--- config.mk ---
export PLATFORM = sky130hd
export DESIGN_NAME = part_label_gen
export DESIGN_NICKNAME = d
export VERILOG_FILES = /design/src/rtl/part_label_pkg.sv /design/src/rtl/label_ctrl.sv /design/src/rtl/label_pick.sv /design/src/rtl/part_label_gen.sv
export SDC_FILE = /design/constraint.sdc
export NUM_CORES = 1
export LEC_CHECK = 0
export ABC_AREA = 1
export BUFFER_PORTS_ARGS = -buffer_cell sky130_fd_sc_hd__buf_2
export CORE_ASPECT_RATIO = 1.75
export CORE_MARGIN = 4
export CORE_UTILIZATION = 30
export CTS_BUF_LIST = sky130_fd_sc_hd__clkbuf_8
export DETAILED_ROUTE_END_ITERATION = 7
export PLACE_DENSITY = 0.56
export SYNTH_ARGS = -nofsm -noshare
export SYNTH_HDL_FRONTEND = slang
export SYNTH_HIERARCHICAL = 1
export SYNTH_SLANG_ARGS = --single-unit
--- constraint.sdc ---
create_clock -name clk -period 1.3 [get_ports clk]
set_input_delay 0.13 -clock clk [delete_from_list [all_inputs] [get_ports clk]]
set_output_delay 0.13 -clock clk [all_outputs]
set_load 0.01 [all_outputs]
--- src/rtl/part_label_pkg.sv ---
package part_label_pkg;

    localparam int unsigned PARTID_W = 16;
    localparam int unsigned PMG_W    = 8;
    localparam int unsigned LEVEL_W  = 2;

    // Hypervisor-side control bits, grouped for the decision logic
    typedef struct packed {
        logic el2_en;
        logic virt_present;
        logic host_mode;
        logic tge;
        logic plug;
        logic vmap_en;
    } hyp_ctrl_t;

    typedef enum logic {
        SRC_LOW  = 1'b0,
        SRC_HIGH = 1'b1
    } src_sel_e;

endpackage

--- src/rtl/label_ctrl.sv ---
module label_ctrl
    import part_label_pkg::*;
(
    input  hyp_ctrl_t ctrl,
    input  logic      level_is_zero,
    output src_sel_e  src_sel,
    output logic      virt_flag
);

    logic sub_ok;
    logic vmap_ok;

    always_comb begin
        sub_ok  = ctrl.el2_en & ctrl.virt_present & ctrl.plug & ~ctrl.tge;
        vmap_ok = ctrl.el2_en & ctrl.virt_present & ctrl.vmap_en
                  & (~ctrl.host_mode | ~ctrl.tge);
        if (!level_is_zero) begin
            src_sel   = SRC_HIGH;
            virt_flag = 1'b0;
        end else begin
            src_sel   = sub_ok ? SRC_HIGH : SRC_LOW;
            virt_flag = vmap_ok;
        end
    end

    // substitution never happens at level 0 while tge is set
    always_comb begin
        p_no_sub_with_tge_r4 : assert (!(level_is_zero && ctrl.tge && src_sel == SRC_HIGH));
    end

    // virtual flag requires level 2 to be enabled
    always_comb begin
        p_virt_needs_el2_r6 : assert (!(virt_flag && !ctrl.el2_en));
    end

endmodule

--- src/rtl/label_pick.sv ---
module label_pick #(
    parameter int unsigned PARTID_W = 16,
    parameter int unsigned PMG_W    = 8,
    localparam int unsigned WORD_W  = 2 * PARTID_W + 2 * PMG_W,
    localparam int unsigned N_KIND  = 2
) (
    input  logic [WORD_W-1:0]   word,
    input  logic                is_instr,
    output logic [PARTID_W-1:0] partid,
    output logic [PMG_W-1:0]    pmg
);

    // kind 0: instruction, kind 1: data
    logic [PARTID_W-1:0] pid_f [N_KIND];
    logic [PMG_W-1:0]    pmg_f [N_KIND];

    for (genvar k = 0; k < N_KIND; k++) begin : g_kind
        assign pid_f[k] = word[k*PARTID_W +: PARTID_W];
        assign pmg_f[k] = word[N_KIND*PARTID_W + k*PMG_W +: PMG_W];
    end

    always_comb begin
        partid = is_instr ? pid_f[0] : pid_f[1];
        pmg    = is_instr ? pmg_f[0] : pmg_f[1];
    end

endmodule

--- src/rtl/part_label_gen.sv ---
module part_label_gen
    import part_label_pkg::*;
#(
    parameter int unsigned P_PARTID_W = PARTID_W,
    parameter int unsigned P_PMG_W    = PMG_W,
    parameter int unsigned P_LEVEL_W  = LEVEL_W,
    localparam int unsigned WORD_W    = 2 * P_PARTID_W + 2 * P_PMG_W
) (
    input  logic                  clk,
    input  logic                  rst_n,
    input  logic                  req_valid,
    input  logic                  req_is_instr,
    input  logic [P_LEVEL_W-1:0]  cur_level,
    input  logic                  el2_enabled,
    input  logic                  virt_present,
    input  logic                  hyp_host_mode,
    input  logic                  hyp_tge,
    input  logic                  hyp_plug,
    input  logic                  hyp_vmap_en,
    input  logic [WORD_W-1:0]     l0_word,
    input  logic [WORD_W-1:0]     l1_word,
    output logic                  lbl_valid,
    output logic [P_PARTID_W-1:0] lbl_partid,
    output logic [P_PMG_W-1:0]    lbl_pmg,
    output logic                  lbl_virtual
);

    typedef struct packed {
        logic                  valid;
        logic                  virt;
        logic [P_PMG_W-1:0]    pmg;
        logic [P_PARTID_W-1:0] partid;
    } lbl_state_t;

    hyp_ctrl_t           ctrl;
    src_sel_e            src_sel;
    logic                virt_flag;
    logic [WORD_W-1:0]   src_word;
    logic [P_PARTID_W-1:0] pick_partid;
    logic [P_PMG_W-1:0]    pick_pmg;
    lbl_state_t          state_d, state_q;

    assign ctrl = '{el2_en:       el2_enabled,
                    virt_present: virt_present,
                    host_mode:    hyp_host_mode,
                    tge:          hyp_tge,
                    plug:         hyp_plug,
                    vmap_en:      hyp_vmap_en};

    label_ctrl u_ctrl (
        .ctrl          (ctrl),
        .level_is_zero (cur_level == '0),
        .src_sel       (src_sel),
        .virt_flag     (virt_flag)
    );

    assign src_word = (src_sel == SRC_HIGH) ? l1_word : l0_word;

    label_pick #(
        .PARTID_W (P_PARTID_W),
        .PMG_W    (P_PMG_W)
    ) u_pick (
        .word     (src_word),
        .is_instr (req_is_instr),
        .partid   (pick_partid),
        .pmg      (pick_pmg)
    );

    always_comb begin
        state_d       = state_q;
        state_d.valid = req_valid;
        if (req_valid) begin
            state_d.partid = pick_partid;
            state_d.pmg    = pick_pmg;
            state_d.virt   = virt_flag;
        end
    end

    always_ff @(posedge clk) begin
        if (!rst_n) state_q <= '0;
        else        state_q <= state_d;
    end

    assign lbl_valid   = state_q.valid;
    assign lbl_partid  = state_q.partid;
    assign lbl_pmg     = state_q.pmg;
    assign lbl_virtual = state_q.virt;

    p_valid_follows_r2 : assert property (@(posedge clk) disable iff (!rst_n)
        req_valid |=> lbl_valid);
    p_idle_follows_r2 : assert property (@(posedge clk) disable iff (!rst_n)
        !req_valid |=> !lbl_valid);
    p_upper_not_virtual_r7 : assert property (@(posedge clk) disable iff (!rst_n)
        (req_valid && cur_level != '0) |=> !lbl_virtual);
    p_hold_label_r8 : assert property (@(posedge clk) disable iff (!rst_n)
        !req_valid |=> ($stable(lbl_partid) && $stable(lbl_pmg) && $stable(lbl_virtual)));

endmodule

==> summary.md <==
| Metric | Value |
|---|---|
| Area of the core region | `6910 um2` |
| Ys flop type | `dfxtp_1` |
| Crit path capture type | `flip-flop` |
| Via count | `2446` |
| PwrDens | `744 nW/um2` |
| Crit path time final | `1.16 ns` |
| Critical R2R Launch | `lbl_partid[6]$_SDFFE_PN0P_` |
| ANT nets after route | `0` |
| Post-synth EDFFs | `0` |
| Die H | `120 um` |
| Gpl congestion | `0.838` |
| Critical Path RT | `1.52 ns` |
| Clock power share | `24.5%` |
| Setup Total Neg Slack | `0 ns` |
| Most used cell, CP | `nand2_1` |
| Setup bufs post-CTS | `0` |
| Total CTS buffers | `3` |
| Post-Route WL | `6.21 mm` |
| Relative slew slack | `67.9%` |
| Post-synth top cells | `166 x nand2_1, 75 x inv_1, 52 x nor2_1` |
| Leakage power | `0.00191 uW` |
| Pins Over Slew Limit | `0` |
| Share of layout cells above drive strength 1 | `30.7%` |
| Final Instance Area | `2870 um2` |
| Fin util | `41.6%` |
| CTS tree | `yes` |
| Starting Density | `30.9%` |
| CTS max path bufs | `2` |
| CP Class | `in -> reg` |
| Vias in the first global route | `2204` |
| # IOs | `134` |
| Synth Area in Compound Gates | `11.2%` |
| Cell count after synthesis | `405` |
| Most common cell in the netlist | `nand2_1` |
| Flop pwr share | `41.5%` |
| Synth top area cells | `nand2_1 29%, dfxtp_1 24%, inv_1 13%` |
| Die X | `71.8 um` |
| Row cnt | `40` |
| Detailed Place HPWL | `5.05 mm` |
| Final Hold Vio Count | `0` |
| CP Launch Type | `input port` |
| Crit path DAT | `1.37 ns` |
| Antenna Cells | `0` |
| DRT Pass-1 Iters | `4` |
| Worst skew pair latency | `0.27 ns` |
| P_sw | `677 uW` |
| Synth area leader | `nand2_1` |
| Drt initial violations | `111` |
| Die area | `8590 um2` |
| Final setup skew | `0 ns` |
| GRT Util Overall | `14.0%` |
| Total power | `2140 uW` |
| H-tree depth | `1` |
| Initial antenna violation count | `0` |
| Worst slew pin tran | `0.481 ns` |
| Part of the power in combinational logic | `34.0%` |
| Simple-gate share of the synthesized area | `41.8%` |
| Wire per inst | `10.2 um` |
| Crit path launch | `hyp_tge` |
| CP max FO | `68` |
| Post-synthesis mux area share | `0%` |
| Largest family of logic cells by synthesized area | `simple AND/OR/NAND/NOR gates` |
| Placed Area | `2810 um2` |
| Clock transition at the registers of the reported paths | `0.09 ns` |
| DRC | `0` |
| Sw frac | `31.7%` |
| Maximum clock rate | `863 MHz` |
| Nets | `634` |
| Peak VDD IR | `0.349 mV` |
| Hold_sp | `hyp_vmap_en` |
| Via density | `4.02` |
| Share of the synthesized area in the top cell type | `29.2%` |
| Register area share after synthesis | `24.4%` |
| P_int | `1460 uW` |
| Syn_nets | `513` |
| RSZ-0062 raised after global routing | `false` |
| I/O Buffers | `133` |
| Run status | `finished clean` |
| Fin worst setup slack | `0.141 ns` |
| Seq cells post-synth | `26` |
| Setup slack after placement | `-0.157 ns` |
| Adder-Cell Fraction of Synth Area | `0%` |
| Clock Sink Count | `26` |
| Synth Area per Inst | `5.28 um2` |
| Delay-heaviest family, CP | `simple AND/OR/NAND/NOR gates` |
| Syn Std Cell Area | `2140 um2` |
| GRT overflow | `0` |
| Area delta synth->final | `34.5%` |
| Share of flip-flops with an asynchronous set or reset | `0%` |
| Critical Path Slowest Stage Cell | `buf_12` |
| Clk root buf | `clkbuf_8` |
| YS warnings | `6` |
| Yosys cell types | `16` |
| Maxcap violations | `0` |
| Fin crit share | `89.2%` |
| Finish-stage setup viols | `0` |
| CP Buf/Inv Count | `3` |
| Largest net degree at the start of global routing | `69` |
| Worst hold path class | `in -> reg` |
| Slowest cell delay on critical path | `0.24 ns` |
| XOR/XNOR share of the synthesized area | `0%` |
| Global-route wire length before repair | `9.71 mm` |
| Crit path cell chain | `buf_2 > nor2_1 > nand2_1 > nand2_2 > buf_12 > nand2_1 > o21ai_1 > nand2_1 > nand2_1 > inv_1 > nand2_1 > nand2_1 > nor2_1` |
layout by cell type (no fill, tap or decap):
| cell type | synthesis | layout |
|---|---|---|
| buf_12 | 1 | 3 |
| buf_2 | 11 | 133 |
| buf_4 | 1 | 4 |
| clkbuf_8 | 1 | 4 |
| dfxtp_1 | 26 | 26 |
| inv_1 | 75 | 75 |
| inv_2 | 1 | 1 |
| inv_8 | 1 | 1 |
| nand2_1 | 166 | 164 |
| nand2_2 | 11 | 13 |
| nor2_1 | 52 | 51 |
| nor2_2 | 1 | 2 |
| o21ai_0 | 37 | 37 |
| o21ai_1 | 11 | 11 |
layer usage:
layer  wire [um]  part of all wire, %  global-route usage [%]
met3         318                  5.1                    2.26
met4         105                  1.7                    5.06
met1        2460                   40                    15.5
met5           0                    0                       0
met2        3330                   54                    26.0
worst reg2reg max path, delay by kind of cell, from the launching register on:
family | cells | cell delay (ns)
simple gates | 2 | 0.14
flops | 1 | 0.33
registers in the layout, indices dropped and copies added, names as in the netlist:
register,cells
lbl_partid,16
lbl_pmg,8
lbl_valid,1
lbl_virtual,1
what timing repair did:
action | 4_1_cts | 5_1_grt
resized for setup | 0 | 2
endpoints found under the hold margin | 0 | 0
setup endpoints to repair | 0 | 2
hold buffers | 0 | 0
stage by stage:
stage	hold slack (ns)	instances
global placement	0.453	605
CTS	0.270	609
detailed placement	0.459	605
finish	0.275	609
global route	0.298	609
floorplan	0.402	405
final timing paths:
path,slack [ns],to,cells after the start
max,0.14,lbl_partid[14]$_SDFFE_PN0P_,13
min,0.27,lbl_virtual$_SDFFE_PN0P_,7
max reg2reg,0.73,lbl_partid[6]$_SDFFE_PN0P_,2
min reg2reg,0.47,lbl_partid[11]$_SDFFE_PN0P_,2
power groups by stage:
stage | sequential, uW | combinational (uW) | clock, uW
global placement | 906 | 729 | 0
CTS | 890 | 737 | 556
detailed placement | 908 | 734 | 0
floorplan | 931 | 433 | 0
finish | 888 | 728 | 524
global route | 897 | 842 | 578
area by class of cell:
class                           instances  area (um2)
Clock buffer                            4        55.1
Fill cell                             800        4030
Inverter                               77         297
Multi-Input combinational cell        278        1140
Sequential cell                        26         520
Tap cell                               84         105
Timing Repair Buffer                  140         756
cells by family after synthesis:
kind of cell | count (synthesis)
AND/OR/NAND/NOR | 230
buffers and inverters | 101
AO/OA/AOI/OAI | 48
flip-flops | 26
No activity file was read; power rests on OpenSTA's default activity.
